--- config.mk ---
export PLATFORM = sky130hd
export DESIGN_NAME = spi_phase_master
export DESIGN_NICKNAME = d
export VERILOG_FILES = /design/src/rtl/spi_pm_pkg.sv /design/src/rtl/spi_pm_clkdiv.sv /design/src/rtl/spi_pm_txmux.sv /design/src/rtl/spi_pm_rxasm.sv /design/src/rtl/spi_phase_master.sv
export SDC_FILE = /design/constraint.sdc
export NUM_CORES = 1
export LEC_CHECK = 0
export CORE_AREA = 2 2 180 271
export CTS_CLUSTER_SIZE = 8
export DETAILED_ROUTE_END_ITERATION = 12
export DIE_AREA = 0 0 182 273
export HOLD_SLACK_MARGIN = 0.1
export PLACE_DENSITY = 0.5
export SLEW_MARGIN = 20
export SYNTH_ARGS = -nofsm -noshare
export SYNTH_HDL_FRONTEND = slang
export SYNTH_SLANG_ARGS = --single-unit
export TNS_END_PERCENT = 50
--- constraint.sdc ---
create_clock -name clk -period 3.7 [get_ports clk]
set_clock_uncertainty 0.15 [all_clocks]
set_input_delay 0.74 -clock clk [delete_from_list [all_inputs] [get_ports clk]]
set_output_delay 0.74 -clock clk [all_outputs]
set_load 0.02 [all_outputs]
--- src/rtl/spi_pm_pkg.sv ---
package spi_pm_pkg;

  typedef enum logic [1:0] {
    ST_IDLE = 2'd0,
    ST_LO   = 2'd1,
    ST_HI   = 2'd2,
    ST_END  = 2'd3
  } state_e;

  // Numeric order of the phases is the order they run in.
  typedef enum logic [2:0] {
    PH_CMD  = 3'd0,
    PH_ADDR = 3'd1,
    PH_WR   = 3'd2,
    PH_RD   = 3'd3,
    PH_END  = 3'd4
  } phase_e;

  localparam int NUM_PH = 4;

  // First non-empty phase at or after 'from'; PH_END when none remains.
  function automatic phase_e pick_phase(input logic [NUM_PH-1:0] nz, input logic [2:0] from);
    phase_e r;
    r = PH_END;
    for (int i = NUM_PH - 1; i >= 0; i--) begin
      if (nz[i] && (3'(i) >= from)) r = phase_e'(3'(i));
    end
    return r;
  endfunction

endpackage

--- src/rtl/spi_pm_clkdiv.sv ---
module spi_pm_clkdiv #(
  parameter int DIV_W = 8
) (
  input  logic             clk,
  input  logic             rst_n,
  input  logic             run,
  input  logic [DIV_W-1:0] half_div,
  output logic             tick
);
  localparam logic [DIV_W-1:0] ONE = DIV_W'(1);

  logic [DIV_W-1:0] cnt_q;

  assign tick = run && (cnt_q == half_div - ONE);

  always_ff @(posedge clk or negedge rst_n) begin
    if (!rst_n)            cnt_q <= '0;
    else if (!run || tick) cnt_q <= '0;
    else                   cnt_q <= cnt_q + ONE;
  end
endmodule

--- src/rtl/spi_pm_txmux.sv ---
module spi_pm_txmux
  import spi_pm_pkg::*;
#(
  parameter int CMD_W  = 16,
  parameter int ADDR_W = 64,
  parameter int DATA_W = 32,
  parameter int IDX_W  = 7
) (
  input  phase_e            phase,
  input  logic [IDX_W-1:0]  idx,
  input  logic [IDX_W-1:0]  cmd_len,
  input  logic [IDX_W-1:0]  addr_len,
  input  logic [IDX_W-1:0]  tx_len,
  input  logic [CMD_W-1:0]  cmd,
  input  logic [ADDR_W-1:0] addr,
  input  logic [DATA_W-1:0] tx,
  input  logic              tx_lsb,
  output logic              bit_o
);
  localparam logic [IDX_W-1:0] ONE = IDX_W'(1);

  logic [IDX_W-1:0] cpos, apos, dpos;

  assign cpos = cmd_len - idx - ONE;
  assign apos = addr_len - idx - ONE;
  assign dpos = tx_lsb ? idx : (tx_len - idx - ONE);

  always_comb begin
    unique case (phase)
      PH_CMD:  bit_o = |(cmd  & (CMD_W'(1)  << cpos));
      PH_ADDR: bit_o = |(addr & (ADDR_W'(1) << apos));
      PH_WR:   bit_o = |(tx   & (DATA_W'(1) << dpos));
      default: bit_o = 1'b0;
    endcase
  end
endmodule

--- src/rtl/spi_pm_rxasm.sv ---
module spi_pm_rxasm #(
  parameter int DATA_W = 32,
  parameter int IDX_W  = 7
) (
  input  logic              clk,
  input  logic              rst_n,
  input  logic              clear,
  input  logic              sample,
  input  logic              bit_in,
  input  logic              lsb,
  input  logic [IDX_W-1:0]  idx,
  output logic [DATA_W-1:0] data_o
);
  logic [DATA_W-1:0] data_q, mask;

  assign mask   = DATA_W'(1) << idx;
  assign data_o = data_q;

  always_ff @(posedge clk or negedge rst_n) begin
    if (!rst_n)      data_q <= '0;
    else if (clear)  data_q <= '0;
    else if (sample) begin
      if (lsb) data_q <= bit_in ? (data_q | mask) : (data_q & ~mask);
      else     data_q <= {data_q[DATA_W-2:0], bit_in};
    end
  end
endmodule

--- src/rtl/spi_phase_master.sv ---
module spi_phase_master
  import spi_pm_pkg::*;
#(
  parameter int CMD_W  = 16,
  parameter int ADDR_W = 64,
  parameter int DATA_W = 32,
  parameter int NUM_CS = 3,
  parameter int DIV_W  = 8,
  localparam int CMD_LW  = $clog2(CMD_W + 1),
  localparam int ADDR_LW = $clog2(ADDR_W + 1),
  localparam int DATA_LW = $clog2(DATA_W + 1),
  localparam int SEL_W   = $clog2(NUM_CS + 1)
) (
  input  logic               clk,
  input  logic               rst_n,
  input  logic               req_valid,
  output logic               req_ready,
  input  logic [SEL_W-1:0]   req_cs_sel,
  input  logic               req_cs_high,
  input  logic               req_full_duplex,
  input  logic               req_tx_lsb,
  input  logic               req_rx_lsb,
  input  logic [DIV_W-1:0]   req_half_div,
  input  logic [CMD_LW-1:0]  req_cmd_len,
  input  logic [CMD_W-1:0]   req_cmd,
  input  logic [ADDR_LW-1:0] req_addr_len,
  input  logic [ADDR_W-1:0]  req_addr,
  input  logic [DATA_LW-1:0] req_tx_len,
  input  logic [DATA_W-1:0]  req_tx_data,
  input  logic [DATA_LW-1:0] req_rx_len,
  output logic               busy,
  output logic               rsp_valid,
  output logic [DATA_W-1:0]  rsp_data,
  output logic               sclk,
  output logic               mosi,
  input  logic               miso,
  output logic [NUM_CS-1:0]  cs_o
);
  localparam int MAX_LEN = (CMD_W > ADDR_W) ? ((CMD_W > DATA_W) ? CMD_W : DATA_W)
                                            : ((ADDR_W > DATA_W) ? ADDR_W : DATA_W);
  localparam int IDX_W = $clog2(MAX_LEN + 1);
  localparam logic [IDX_W-1:0] IONE = IDX_W'(1);

  state_e st_q;
  phase_e phase_q;
  logic [IDX_W-1:0] idx_q, cur_len;
  logic [IDX_W-1:0] cmd_len_q, addr_len_q, tx_len_q, rx_len_q;
  logic [IDX_W-1:0] cmd_len_d, addr_len_d, tx_len_d, rx_len_d;
  logic [CMD_W-1:0]  cmd_q;
  logic [ADDR_W-1:0] addr_q;
  logic [DATA_W-1:0] tx_q;
  logic [SEL_W-1:0]  sel_q;
  logic [DIV_W-1:0]  div_q;
  logic fd_q, tx_lsb_q, rx_lsb_q, pol_q;
  logic [NUM_PH-1:0] nz_q, nz_d;
  logic accept, cs_on, tick, last_bit, sample_en, tx_bit;
  phase_e next_ph;

  // Length clamping at the request edge
  assign cmd_len_d  = (req_cmd_len  > CMD_LW'(CMD_W))   ? IDX_W'(CMD_W)  : IDX_W'(req_cmd_len);
  assign addr_len_d = (req_addr_len > ADDR_LW'(ADDR_W)) ? IDX_W'(ADDR_W) : IDX_W'(req_addr_len);
  assign tx_len_d   = (req_tx_len   > DATA_LW'(DATA_W)) ? IDX_W'(DATA_W) : IDX_W'(req_tx_len);
  assign rx_len_d   = (req_rx_len   > DATA_LW'(DATA_W)) ? IDX_W'(DATA_W) : IDX_W'(req_rx_len);

  assign nz_d = {(!req_full_duplex && rx_len_d != '0), tx_len_d != '0,
                 addr_len_d != '0, cmd_len_d != '0};
  assign nz_q = {(!fd_q && rx_len_q != '0), tx_len_q != '0,
                 addr_len_q != '0, cmd_len_q != '0};

  assign req_ready = (st_q == ST_IDLE);
  assign accept    = req_valid && req_ready;
  assign busy      = (st_q != ST_IDLE);
  assign rsp_valid = (st_q == ST_END);
  assign cs_on     = (st_q == ST_LO) || (st_q == ST_HI);
  assign sclk      = (st_q == ST_HI);
  assign mosi      = cs_on && tx_bit;

  always_comb begin
    unique case (phase_q)
      PH_CMD:  cur_len = cmd_len_q;
      PH_ADDR: cur_len = addr_len_q;
      PH_WR:   cur_len = tx_len_q;
      PH_RD:   cur_len = rx_len_q;
      default: cur_len = '0;
    endcase
  end

  assign last_bit  = (idx_q == cur_len - IONE);
  assign next_ph   = pick_phase(nz_q, 3'(phase_q) + 3'd1);
  assign sample_en = (st_q == ST_LO) && tick &&
                     ((phase_q == PH_RD) || ((phase_q == PH_WR) && fd_q));

  // Request latch
  always_ff @(posedge clk or negedge rst_n) begin
    if (!rst_n) begin
      cmd_len_q <= '0; addr_len_q <= '0; tx_len_q <= '0; rx_len_q <= '0;
      cmd_q <= '0; addr_q <= '0; tx_q <= '0;
      sel_q <= '0; div_q <= DIV_W'(1);
      fd_q <= 1'b0; tx_lsb_q <= 1'b0; rx_lsb_q <= 1'b0; pol_q <= 1'b0;
    end else if (accept) begin
      cmd_len_q  <= cmd_len_d;
      addr_len_q <= addr_len_d;
      tx_len_q   <= tx_len_d;
      rx_len_q   <= rx_len_d;
      cmd_q      <= req_cmd;
      addr_q     <= req_addr;
      tx_q       <= req_tx_data;
      sel_q      <= req_cs_sel;
      div_q      <= (req_half_div == '0) ? DIV_W'(1) : req_half_div;
      fd_q       <= req_full_duplex;
      tx_lsb_q   <= req_tx_lsb;
      rx_lsb_q   <= req_rx_lsb;
      pol_q      <= req_cs_high;
    end
  end

  // Sequencer: LO/HI half periods, phase walk, completion
  always_ff @(posedge clk or negedge rst_n) begin
    if (!rst_n) begin
      st_q    <= ST_IDLE;
      phase_q <= PH_END;
      idx_q   <= '0;
    end else begin
      unique case (st_q)
        ST_IDLE: if (accept) begin
          st_q    <= ST_LO;
          phase_q <= pick_phase(nz_d, 3'd0);
          idx_q   <= '0;
        end
        ST_LO: if (tick) st_q <= (phase_q == PH_END) ? ST_END : ST_HI;
        ST_HI: if (tick) begin
          st_q <= ST_LO;
          if (last_bit) begin
            phase_q <= next_ph;
            idx_q   <= '0;
          end else begin
            idx_q <= idx_q + IONE;
          end
        end
        default: st_q <= ST_IDLE;
      endcase
    end
  end

  spi_pm_clkdiv #(.DIV_W(DIV_W)) u_div (
    .clk(clk), .rst_n(rst_n), .run(cs_on), .half_div(div_q), .tick(tick)
  );

  spi_pm_txmux #(.CMD_W(CMD_W), .ADDR_W(ADDR_W), .DATA_W(DATA_W), .IDX_W(IDX_W)) u_txmux (
    .phase(phase_q), .idx(idx_q), .cmd_len(cmd_len_q), .addr_len(addr_len_q),
    .tx_len(tx_len_q), .cmd(cmd_q), .addr(addr_q), .tx(tx_q), .tx_lsb(tx_lsb_q),
    .bit_o(tx_bit)
  );

  spi_pm_rxasm #(.DATA_W(DATA_W), .IDX_W(IDX_W)) u_rx (
    .clk(clk), .rst_n(rst_n), .clear(accept), .sample(sample_en), .bit_in(miso),
    .lsb(rx_lsb_q), .idx(idx_q), .data_o(rsp_data)
  );

  for (genvar g = 0; g < NUM_CS; g++) begin : g_cs
    assign cs_o[g] = (cs_on && (sel_q == SEL_W'(g))) ? pol_q : ~pol_q;
  end
endmodule

==> qor.yml <==
run_status:
  outcome: "complete, but fails checks"
  violations: "negative setup slack"
critical_path:
  path_max_fanout: 3
  cp-end-kind: "output port"
  start_kind: "register"
  worstPathCellList: "inv_2 > buf_4 > ha_1 > fa_1 > a21o_1 > a21oi_1 > o21bai_1 > a211oi_1 > xnor2_1 > nand4_1 > o311ai_4 > buf_6"
  r2r_start: "phase_q[0]"
  required_ns: 2.81
  cp_top_family: "compound AO/OA/AOI/OAI gates"
  r2r_cells: 13
  crit_type: "reg2out"
  ff2ff_setup_slack_ns: 0.21
  crit_buf_inv: 3
  critPathLaunch: "idx_q[0]"
  cp_num_cells: 12
  crit_path_max_incr_delay_ns: 0.44
  arrival_ns: 3.45
  critPathSlowestCell: "fa_1"
grt:
  overflow: 0
  grt_max_degree: 83
  track_usage_pct: 15.8
  grt_pass1_wl_um: 62800
  grt_pass1_vias: 11362
  antenna_found_initial: 0
drt:
  route.detailed.drc: 0
  wire_per_inst_um: 17.3
  ant_nets: 0
  viasPerCell: 4.84
  vias: 11096
  drt-total-wl_um: 39700
  drt_iter0_drc: 575
  dr.pass1.iters: 5
yosys:
  ys.flop_type: "dfrtp_1"
  ys_types: 83
  synth_top_cell_by_area: "dfrtp_1"
  synthCells: 1418
  synth_nets: 1608
  ys_seq_area_share_pct: 43.1
  yosys.area.top_type_share_pct: 42.6
  synth.most_common_cell: "nand2_1"
  ys_async_sr_fraction_pct: 100
  synthTopCellsByArea: "dfrtp_1, nand2_1, ha_1"
  netlist_area_mm2: 0.0117
  yosys_warnings: 0
  synth_edf_count: 0
  synthTopCellsByCount: "nand2_1, dfrtp_1, clkbuf_1"
  syn-mean-instance-area_um2: 8.28
  yosys_register_bits: 202
clocking:
  cts_buffers: 30
  clk_pin_slew_ns: 0.05
  cts_buffer_depth: 3
  clk_latency_ns: 0.57
  htreeDepth: 1
  cts-root-buf: "clkbuf_16"
  tritoncts_num_sinks: 202
  cts_tree: "yes"
hold_path:
  hp-start: "addr_q[54]"
  hold_class: "reg2reg"
  worstHoldPathCells: 2
layout:
  final_area_mm2: 0.0160
  instances_no_fill: 2294
  n_antenna_cell: 0
  fillCellCount: 5015
  drive_gt1_share_pct: 12.0
  syn_to_final_growth_pct: 36.7
  nNetsFinal: 1860
timing:
  hold_viol: 0
  rsz0062_at_grt: "true"
  setup-violations-final: 1
  drv_slew: 0
  slew_headroom_pct: 41.3
  fmax_mhz: 231
  setup_slack_ns: -0.637
  period_share_pct: 117
  tightest_slew_ns: 0.881
  period_needed_ns: 4.34
place:
  port_buffers: 193
  gp_congestion: 0.851
  placedCellCount: 2231
  dp_slack_ns: -0.255
  hpwl_um: 29600
  place_area_mm2: 0.0150
power_and_ir_drop:
  intPower_mw: 8.52
  fin_total_pwr_mw: 14.9
  max-vdd-ir-drop_uv: 386
  pwr-share-comb_pct: 57.5
  powerDensity_mw_per_mm2: 927
  p_sw_share_pct: 42.8
  p_seq_share_pct: 25.0
  leakagePower_nw: 7.18
  pwr-share-clk_pct: 17.5
  netSwitchingPower_mw: 6.36
die:
  ioPinCount: 194
  fp.dieArea_mm2: 0.0497
  num_rows: 98
  die_h_um: 273
  initial_utilization_pct: 24.8
  core_mm2: 0.0473
  die_w_um: 182
flow_run:
  cap_violations: 0
## final timing paths
check	end
setup / recovery	mosi
hold / removal	addr_q[54]
setup reg to reg	phase_q[1]
hold reg to reg	addr_q[54]
max in group asynchronous	div_q[0]
min in group asynchronous	rx_len_q[2]
## power groups by stage
stage | combinational [mW] | sequential (mW) | clock, mW
6_report | 8.55 | 3.72 | 2.60
5_1_grt | 9.55 | 3.84 | 2.77
4_1_cts | 8.57 | 3.74 | 2.69
3_5_place_dp | 8.21 | 3.76 | 0
3_3_place_gp | 8.09 | 3.76 | 0
2_1_floorplan | 5.28 | 3.49 | 0
## per-layer routing
| layer | global-route usage (%) | up-vias | share of wire, % |
|---|---|---|---|
| met5 | 0 | - | 0 |
| met3 | 1.75 | 57 | 3.8 |
| met2 | 30.5 | 256 | 54 |
| li1 | - | 5439 | - |
| met4 | 4.24 | 0 | 2.0 |
| met1 | 18.4 | 5344 | 40 |
## placed cells by master (no fill, tap or decap), types with 21 or more instances in the layout
master           count
inv_1               31
a21oi_1             60
o22ai_1             21
buf_4               98
nand3_1             42
nand3b_1            25
clkbuf_1            21
o21ai_0             45
dfrtp_1            199
clkbuf_16           31
ha_1                28
nor2_1              41
clkdlybuf4s50_1    191
o211ai_1            31
nand2_1            502
mux2i_1             31
## kinds of logic (layout without fill, tap and decap cells)
logic type	count (synthesis)	in the layout	share of synthesized area (%)
buffers and inverters	114	390	3.78
AND/OR/NAND/NOR	708	708	26.2
AO/OA/AOI/OAI	279	279	16.2
flip-flops	202	202	43.1
XOR/XNOR	39	39	2.97
adder cells (fa/ha/maj)	36	36	4.03
multiplexers	40	40	3.73
## state kept, by name, summed over array words and instances, names as in the netlist
name	flops
addr_len_q	7
addr_q	64
cmd_len_q	5
cmd_q	16
div_q	8
fd_q	1
idx_q	7
phase_q	3
pol_q	1
rx_len_q	6
rx_lsb_q	1
sel_q	2
st_q	2
tx_len_q	6
tx_lsb_q	1
tx_q	32
u_div.cnt_q	8
u_rx.data_o	32
## worst reg2reg max path: cells and delay by family, from the launching register on
| family | cells | cell delay [ns] |
|---|---|---|
| DFF | 1 | 0.42 |
| muxes | 1 | 0.31 |
| and+or+nand+nor | 2 | 0.48 |
| AOI/OAI and AO/OA | 7 | 1.40 |
| buffers and inverters | 1 | 0.11 |
| adders and majority gates | 2 | 0.51 |
## layout make-up
class	count	area [µm²]	share of cell area, %
Clock inverter	3	17.5	0.109
Sequential cell	202	5060	31.5
Multi-Input combinational cell	1102	6410	40.0
Tap cell	600	751	4.68
Clock buffer	53	868	5.41
Inverter	35	131	0.819
Timing Repair Buffer	299	2810	17.5
## timing repair
item                                    CTS  global route
gates resized for setup                  18             7
buffers inserted                          3             3
hold buffers                              1             0
pin swaps                                15             6
hold endpoints to repair                 12             0
endpoints found under the setup margin    1             5
## stage by stage
step	setup TNS (ns)	utilization, %	hold WS, ns
floorplan	0	-	0.287
global placement	-0.245	31.6	0.303
detailed placement	-0.255	31.6	0.310
CTS	-0.695	33.8	0.323
global route	-0.809	33.9	0.347
finish	-0.637	33.9	0.321
Power figures use the tool's default switching activity.
